$ cat src/rtl/i2ct_pkg.sv
package i2ct_pkg;

   typedef enum logic [3:0] {
      S_IDLE,
      S_ADDR,
      S_AHOLD,
      S_AACK,
      S_RXBITS,
      S_RXHOLD,
      S_RXACK,
      S_TXHOLD,
      S_TXBITS,
      S_TXACK
   } tgt_state_e;

endpackage

$ cat src/rtl/i2ct_sync.sv
module i2ct_sync #(
   parameter int STAGES = 2,
   parameter int W      = 2
) (
   input  logic         clk,
   input  logic         rst_n,
   input  logic [W-1:0] d,
   output logic [W-1:0] q
);
   if (STAGES < 2) begin : g_bad_stages
      $error("i2ct_sync: STAGES must be at least 2");
   end

   logic [STAGES-1:0][W-1:0] stg;

   always_ff @(posedge clk or negedge rst_n) begin
      if (!rst_n) stg <= '1;
      else        stg <= {stg[STAGES-2:0], d};
   end

   assign q = stg[STAGES-1];
endmodule

$ cat src/rtl/i2ct_cond.sv
module i2ct_cond (
   input  logic clk,
   input  logic rst_n,
   input  logic scl_s,
   input  logic sda_s,
   output logic scl_rise,
   output logic scl_fall,
   output logic start_det,
   output logic stop_det
);
   logic scl_q, sda_q;

   always_ff @(posedge clk or negedge rst_n) begin
      if (!rst_n) begin
         scl_q <= 1'b1;
         sda_q <= 1'b1;
      end else begin
         scl_q <= scl_s;
         sda_q <= sda_s;
      end
   end

   assign scl_rise  = scl_s & ~scl_q;
   assign scl_fall  = ~scl_s & scl_q;
   assign start_det = scl_s & scl_q & sda_q & ~sda_s;
   assign stop_det  = scl_s & scl_q & ~sda_q & sda_s;
endmodule

$ cat src/rtl/i2ct_engine.sv
module i2ct_engine
   import i2ct_pkg::*;
#(
   parameter int DW = 8
) (
   input  logic          clk,
   input  logic          rst_n,
   input  logic          tgt_en,
   input  logic          scl_rise,
   input  logic          scl_fall,
   input  logic          start_det,
   input  logic          stop_det,
   input  logic          sda_s,
   input  logic [DW-2:0] own_addr,
   input  logic          gc_dis,
   input  logic          xfer_go,
   input  logic          nak_sel,
   input  logic [DW-1:0] tx_byte,
   output logic          scl_hold,
   output logic          sda_low,
   output logic          hit_evt,
   output logic          hit_gc,
   output logic          hit_dir,
   output logic          stop_evt,
   output logic          tx_empty,
   output logic          rx_full,
   output logic [DW-1:0] rx_data
);
   localparam int CW = $clog2(DW + 1);

   tgt_state_e    st;
   logic [DW-1:0] sh;
   logic [CW-1:0] cnt;
   logic          addressed, ack_q, mack;
   logic          own_hit, gc_hit;

   assign own_hit = (sh[DW-1:1] == own_addr);
   assign gc_hit  = !gc_dis && (sh == '0);

   always_ff @(posedge clk or negedge rst_n) begin
      if (!rst_n) begin
         st <= S_IDLE;  sh <= '0;  cnt <= '0;  addressed <= 1'b0;
         ack_q <= 1'b0;  mack <= 1'b0;  hit_evt <= 1'b0;  hit_gc <= 1'b0;
         hit_dir <= 1'b0;  stop_evt <= 1'b0;  tx_empty <= 1'b0;
         rx_full <= 1'b0;  rx_data <= '0;
      end else begin
         hit_evt  <= 1'b0;
         stop_evt <= 1'b0;
         if (!tgt_en) begin
            st <= S_IDLE;  addressed <= 1'b0;  tx_empty <= 1'b0;  rx_full <= 1'b0;
         end else if (start_det) begin
            st <= S_ADDR;  cnt <= '0;  addressed <= 1'b0;
            tx_empty <= 1'b0;  rx_full <= 1'b0;
         end else if (stop_det) begin
            st <= S_IDLE;  stop_evt <= addressed;  addressed <= 1'b0;
            tx_empty <= 1'b0;  rx_full <= 1'b0;
         end else begin
            case (st)
               S_ADDR: begin
                  if (scl_rise) begin
                     sh  <= {sh[DW-2:0], sda_s};
                     cnt <= cnt + 1'b1;
                  end else if (scl_fall && cnt == CW'(DW)) begin
                     if (own_hit || gc_hit) begin
                        st <= S_AHOLD;  hit_evt <= 1'b1;  hit_gc <= gc_hit;
                        hit_dir <= sh[0];  addressed <= 1'b1;
                     end else begin
                        st <= S_IDLE;
                     end
                  end
               end
               S_AHOLD:  if (xfer_go) st <= S_AACK;
               S_AACK: begin
                  if (scl_fall) begin
                     if (hit_dir) begin
                        st <= S_TXHOLD;  tx_empty <= 1'b1;
                     end else begin
                        st <= S_RXBITS;  cnt <= '0;
                     end
                  end
               end
               S_RXBITS: begin
                  if (scl_rise) begin
                     sh  <= {sh[DW-2:0], sda_s};
                     cnt <= cnt + 1'b1;
                  end else if (scl_fall && cnt == CW'(DW)) begin
                     rx_data <= sh;  rx_full <= 1'b1;  st <= S_RXHOLD;
                  end
               end
               S_RXHOLD: begin
                  if (xfer_go) begin
                     rx_full <= 1'b0;  ack_q <= ~nak_sel;  st <= S_RXACK;
                  end
               end
               S_RXACK: begin
                  if (scl_fall) begin
                     cnt <= '0;
                     st  <= ack_q ? S_RXBITS : S_IDLE;
                  end
               end
               S_TXHOLD: begin
                  if (xfer_go) begin
                     tx_empty <= 1'b0;  sh <= tx_byte;  cnt <= '0;  st <= S_TXBITS;
                  end
               end
               S_TXBITS: begin
                  if (scl_fall) begin
                     sh <= {sh[DW-2:0], 1'b1};
                     if (cnt == CW'(DW - 1)) st <= S_TXACK;
                     else                    cnt <= cnt + 1'b1;
                  end
               end
               S_TXACK: begin
                  if (scl_rise) mack <= ~sda_s;
                  else if (scl_fall) begin
                     if (mack) begin
                        st <= S_TXHOLD;  tx_empty <= 1'b1;
                     end else begin
                        st <= S_IDLE;
                     end
                  end
               end
               default: st <= S_IDLE;
            endcase
         end
      end
   end

   assign scl_hold = (st == S_AHOLD) || (st == S_RXHOLD) || (st == S_TXHOLD);
   assign sda_low  = (st == S_AACK) || ((st == S_RXACK) && ack_q)
                   || ((st == S_TXBITS) && !sh[DW-1]);
endmodule

$ cat src/rtl/i2ct_responder.sv
module i2ct_responder #(
   parameter int SYNC_STAGES = 2,
   parameter int DATA_W      = 8,
   parameter int OWN_RST     = 1
) (
   input  logic              clk,
   input  logic              rst_n,
   input  logic              scl_in,
   input  logic              sda_in,
   output logic              scl_pull,
   output logic              sda_pull,
   input  logic              mst_clk_en,
   input  logic              gc_block,
   input  logic              own_addr_we,
   input  logic [DATA_W-2:0] own_addr_wd,
   input  logic              xfer_go,
   input  logic              nak_sel,
   input  logic [DATA_W-1:0] tx_byte,
   output logic [DATA_W-1:0] rx_data,
   input  logic              start_req_set,
   input  logic              stop_req_set,
   output logic              start_pend,
   output logic              stop_pend,
   input  logic              ie_stop,
   input  logic              ie_addr,
   input  logic              flags_clr,
   output logic              st_dir,
   output logic              st_addr_hit,
   output logic              st_gcall,
   output logic              st_stop,
   output logic              st_tx_empty,
   output logic              st_rx_full,
   output logic              irq
);
   localparam int AW = DATA_W - 1;

   if (DATA_W != 8) begin : g_bad_width
      $error("i2ct_responder: DATA_W must be 8 for 7-bit addressing");
   end
   if (OWN_RST < 0 || OWN_RST >= (1 << AW)) begin : g_bad_own
      $error("i2ct_responder: OWN_RST does not fit the address width");
   end

   logic [AW-1:0] own_addr;
   logic          scl_s, sda_s;
   logic          scl_rise, scl_fall, start_det, stop_det;
   logic          hit_evt, hit_gc, stop_evt;

   always_ff @(posedge clk or negedge rst_n) begin
      if (!rst_n)           own_addr <= AW'(OWN_RST);
      else if (own_addr_we) own_addr <= own_addr_wd;
   end

   i2ct_sync #(.STAGES(SYNC_STAGES), .W(2)) u_sync (
      .clk(clk), .rst_n(rst_n), .d({scl_in, sda_in}), .q({scl_s, sda_s})
   );

   i2ct_cond u_cond (
      .clk(clk), .rst_n(rst_n), .scl_s(scl_s), .sda_s(sda_s),
      .scl_rise(scl_rise), .scl_fall(scl_fall),
      .start_det(start_det), .stop_det(stop_det)
   );

   i2ct_engine #(.DW(DATA_W)) u_eng (
      .clk(clk), .rst_n(rst_n), .tgt_en(!mst_clk_en),
      .scl_rise(scl_rise), .scl_fall(scl_fall),
      .start_det(start_det), .stop_det(stop_det), .sda_s(sda_s),
      .own_addr(own_addr), .gc_dis(gc_block),
      .xfer_go(xfer_go), .nak_sel(nak_sel), .tx_byte(tx_byte),
      .scl_hold(scl_pull), .sda_low(sda_pull),
      .hit_evt(hit_evt), .hit_gc(hit_gc), .hit_dir(st_dir), .stop_evt(stop_evt),
      .tx_empty(st_tx_empty), .rx_full(st_rx_full), .rx_data(rx_data)
   );

   always_ff @(posedge clk or negedge rst_n) begin
      if (!rst_n) begin
         st_addr_hit <= 1'b0;  st_gcall <= 1'b0;  st_stop <= 1'b0;
         start_pend  <= 1'b0;  stop_pend <= 1'b0;
      end else begin
         if (hit_evt)                st_addr_hit <= 1'b1;
         else if (flags_clr)         st_addr_hit <= 1'b0;
         if (hit_evt && hit_gc)      st_gcall <= 1'b1;
         else if (flags_clr)         st_gcall <= 1'b0;
         if (stop_evt)               st_stop <= 1'b1;
         else if (flags_clr)         st_stop <= 1'b0;
         if (hit_evt)                start_pend <= 1'b0;
         else if (start_req_set)     start_pend <= 1'b1;
         if (hit_evt)                stop_pend <= 1'b0;
         else if (stop_req_set)      stop_pend <= 1'b1;
      end
   end

   assign irq = (st_stop && ie_stop) || (st_addr_hit && ie_addr);
endmodule

$ cat config.mk
export PLATFORM = sky130hd
export DESIGN_NAME = i2ct_responder
export DESIGN_NICKNAME = d
export VERILOG_FILES = /design/src/rtl/i2ct_pkg.sv /design/src/rtl/i2ct_sync.sv /design/src/rtl/i2ct_cond.sv /design/src/rtl/i2ct_engine.sv /design/src/rtl/i2ct_responder.sv
export SDC_FILE = /design/constraint.sdc
export NUM_CORES = 1
export LEC_CHECK = 0
export BUFFER_PORTS_ARGS = -buffer_cell sky130_fd_sc_hd__buf_2
export CORE_MARGIN = 2
export CORE_UTILIZATION = 50
export CTS_BUF_LIST = sky130_fd_sc_hd__clkbuf_8
export CTS_CLUSTER_SIZE = 40
export DETAILED_ROUTE_END_ITERATION = 12
export HOLD_SLACK_MARGIN = 0.12
export PLACE_DENSITY = 0.76
export RECOVER_POWER = 25
export SLEW_MARGIN = 5
export SYNTH_ARGS = -nofsm -noshare
export SYNTH_HDL_FRONTEND = slang
export SYNTH_HIERARCHICAL = 1
export SYNTH_SLANG_ARGS = --single-unit
$ cat constraint.sdc
create_clock -name clk -period 5.2 [get_ports clk]
set_input_delay 0.26 -clock clk [delete_from_list [all_inputs] [get_ports clk]]
set_output_delay 0.26 -clock clk [all_outputs]
set_load 0.02 [all_outputs]
==> results.rst <==
.. list-table::
   :header-rows: 1

   * - Metric
     - Value
   * - Standby leakage power
     - 1.56 nW
   * - Final setup viols
     - 0
   * - Number of top-level pins
     - 48
   * - Post-route clock skew
     - 6.33 ps
   * - Upper clock frequency limit
     - 0.389 GHz
   * - Clk slew on worst S/H paths
     - 90 ps
   * - Setup TNS after final layout
     - 0 ps
   * - Max-slew violations
     - 52
   * - Weighted congestion at the end of routability-driven global placement
     - 0.913
   * - Share of async-settable or async-resettable flops after synthesis
     - 1.00
   * - Power density normalized to cell area
     - 247 nW/um^2
   * - Global-route wire length before repair
     - 10.9 mm
   * - Remaining antenna violation count
     - 0
   * - Post-DR vias/cell
     - 5.80
   * - Post-synthesis sequential area ratio
     - 0.423
   * - Startpoint types
     - register
   * - Number of hold-repair buffers added at the cts stage
     - 2
   * - Post-CTS setup-driven buffer insertion count
     - 0
   * - Number of nets in the layout
     - 358
   * - Starting Density
     - 0.516
   * - EDFF count, synth
     - 0
   * - Crit path max-delay cell type
     - sky130_fd_sc_hd__dfrtp_1
   * - Adder and majority gate portion of the synthesized area
     - 0.00823
   * - Post-detailed-routing wire length
     - 6.59 mm
   * - Post-synthesis compound-gate area fraction
     - 0.154
   * - Avg WL per Cell
     - 16.4 um
   * - Vias after detailed routing
     - 2337
   * - Core region area
     - 5890 um^2
   * - Number of maximum-capacitance constraint violations
     - 1
   * - Horiz. Die Dim
     - 82.0 um
   * - Starting DRC count in detailed routing
     - 323
   * - Number of buffers added on ports
     - 47
   * - Delay contributed by the slowest stage of the critical path
     - 930 ps
   * - Clock insertion delay at the later pin of the skew report
     - 300 ps
   * - Worst Hold Class
     - in -> reg
   * - P&R area growth vs syn
     - 10.9%
   * - Xor and xnor area share after synthesis
     - 0.0259
   * - Overflow after GRT
     - 0
   * - Dominant register cell in the synthesized netlist
     - sky130_fd_sc_hd__dfrtp_1
   * - Commonest cells post-synth
     - 44 x sky130_fd_sc_hd__dfrtp_1, 37 x sky130_fd_sc_hd__nand2_1, 16 x sky130_fd_sc_hd__mux2_4
   * - Post-DP HPWL
     - 4.80 mm
   * - Cells taking the most area after synthesis
     - sky130_fd_sc_hd__dfrtp_1 36%, sky130_fd_sc_hd__mux2_4 7.9%, sky130_fd_sc_hd__dfstp_2 6.1%
   * - Relative slew slack
     - -0.757
   * - Area leader, netlist
     - sky130_fd_sc_hd__dfrtp_1
   * - Sort of element at the end of the critical path
     - register
   * - Clock Sinks
     - 51
   * - Final critical-path required period
     - 2570 ps
   * - Worst hold slack
     - 145 ps
   * - Main combinational cell family by area after synthesis
     - simple AND/OR/NAND/NOR gates
   * - Synth Warn #
     - 6
   * - Unrepaired setup endpoints after global routing
     - no
   * - Number of nets in the synthesized netlist
     - 319
   * - Mapped Area
     - 3040 um^2
   * - Arrival time of the worst setup path
     - 2760 ps
   * - Maximum clock insertion buffer count
     - 2
   * - Number of H-tree levels
     - 2
   * - Worst setup path category
     - reg -> reg
   * - Overall die area
     - 6720 um^2
   * - Number of antenna violations at the first check in global routing
     - 0
   * - Post-Synth Simple-Gate Area
     - 0.207
   * - Number of synthesized register bits
     - 51
   * - Final Hold Viols
     - 0
   * - Critical path peak fanout
     - 31
   * - Share of cells above drive strength 1
     - 0.293
   * - GRT Resource Usage Total
     - 0.214
   * - Data required time at the worst endpoint
     - 5390 ps
   * - Chip Height
     - 82.0 um
   * - Slew at the pin closest to its max-slew limit
     - 2640 ps
   * - Cells along the critical path
     - nor2b_1 -> nand2_1 -> o2111ai_4 -> mux2_4
   * - Post-synthesis average cell area
     - 10.6 um^2
   * - Final Util
     - 0.572
   * - Post-layout power
     - 831 uW
   * - Run status
     - finished with violations
   * - Cell with the most instances after synthesis
     - sky130_fd_sc_hd__dfrtp_1
   * - Number of detailed-routing iterations run before antenna repair
     - 4
   * - Clock tree root driver cell
     - sky130_fd_sc_hd__clkbuf_8
   * - Post-cts sizing count
     - 0
   * - Distinct cells, synth
     - 66
   * - Portion of netlist area occupied by mux cells
     - 0.126
   * - Number of antenna cells inserted
     - 0
   * - Share of the clock period used by the worst path after layout
     - 0.494
   * - Via count of the first global-routing pass
     - 2217
   * - Cell count after synthesis
     - 288
   * - Area share of the leading cell type in the synthesized netlist
     - 0.362
   * - Violated checks
     - max-capacitance violations, max-slew violations
   * - Number of buffers created by CTS
     - 5
   * - Std-Cell Rows
     - 28
   * - Maximum number of pins on one net before global-route repair
     - 52
   * - Maximum VDD drop
     - 0.191 mV
   * - CTS tree
     - done
   * - DRC violation count after routing
     - 0
-- final timing paths --
path                                          from                    endpoint  slack (ps)  cells after the start
max                        u_eng/st[2]$_DFFE_PN0P_     u_eng/sh[1]$_DFFE_PN0P_        2630                      4
min                                        nak_sel     u_eng/ack_q$_DFFE_PN0P_         140                      2
max reg2reg                u_eng/st[2]$_DFFE_PN0P_     u_eng/sh[1]$_DFFE_PN0P_        2630                      4
min reg2reg                u_sync/stg[1]$_DFF_PN1_       u_sync/q[1]$_DFF_PN1_         370                      0
max in group asynchronous                    rst_n  u_eng/tx_empty$_DFFE_PN0P_        2940                      1
min in group asynchronous                    rst_n      start_pend$_DFFE_PN0P_         780                      1
-- kinds of logic after synthesis --
family / Yosys count
AOI/OAI and AO/OA: 60
and+or+nand+nor: 110
muxes: 29
buffers and inverters: 27
adders and majority gates: 2
xor gates and xnor gates: 9
DFF: 51
-- flip-flops by register name (all words and copies together) (netlist names), 2 cells and up --
name	cells
u_sync/stg	2
own_addr	7
u_eng/rx_data	8
u_eng/cnt	4
u_eng/sh	8
u_eng/st	4
u_sync/q	2
-- worst max-delay path, delay by kind of cell, from the launching register on --
kind / cells / cell delay [ps]
AO/OA/AOI/OAI: 1 / 440
flip-flops: 1 / 930
multiplexers: 1 / 340
AND/OR/NAND/NOR: 2 / 740
-- routing by layer --
metal	vias up	part of all wire	global-route usage
met5	-	0	0
met4	0	0.011	0.0633
met3	7	0.060	0.0418
met2	79	0.49	0.350
met1	1130	0.44	0.289
li1	1121	-	-
-- cells in the final DEF, fill, tap and decap left out, drive strengths merged, types with 3 or more instances in the layout --
master  instances
buf            46
dfrtp          44
nand2          37
mux2           26
nor2           13
a21oi          12
o21ai          11
inv            10
xnor2           9
nand2b          8
nor2b           7
dfstp           7
clkbuf          6
nand4           6
nor3            5
nand3           5
o211ai          5
or3             5
and4b           4
o31ai           4
o22ai           4
a22o            3
nand3b          3
mux2i           3
a211oi          3
-- area by class of cell --
cell class | instances | area [um^2]
Fill cell | 519 | 2520
Multi-Input combinational cell | 210 | 1560
Sequential cell | 51 | 1280
Timing Repair Buffer | 49 | 254
Tap cell | 75 | 93.8
Clock buffer | 5 | 68.8
Clock inverter | 3 | 67.6
Inverter | 10 | 37.5
-- per-stage QoR --
stage | std cells | worst slack, ps | cell area [um^2]
after floorplan | 288 | 3100 | 3040
after CTS | 403 | 2670 | 3390
after detailed placement | 393 | 2700 | 3240
after global placement | 393 | 2760 | 3240
final | 403 | 2630 | 3370
after global routing | 403 | 2450 | 3370
-- power by group --
part           total [mW]  internal [mW]  leakage (nW)  switching [mW]
Combinational      0.0745         0.0366         0.835          0.0380
Sequential          0.432          0.413         0.658          0.0190
Clock               0.324          0.192        0.0644           0.132
Total               0.831          0.642          1.56           0.189
Note: power is estimated with default switching activity, not from simulation.
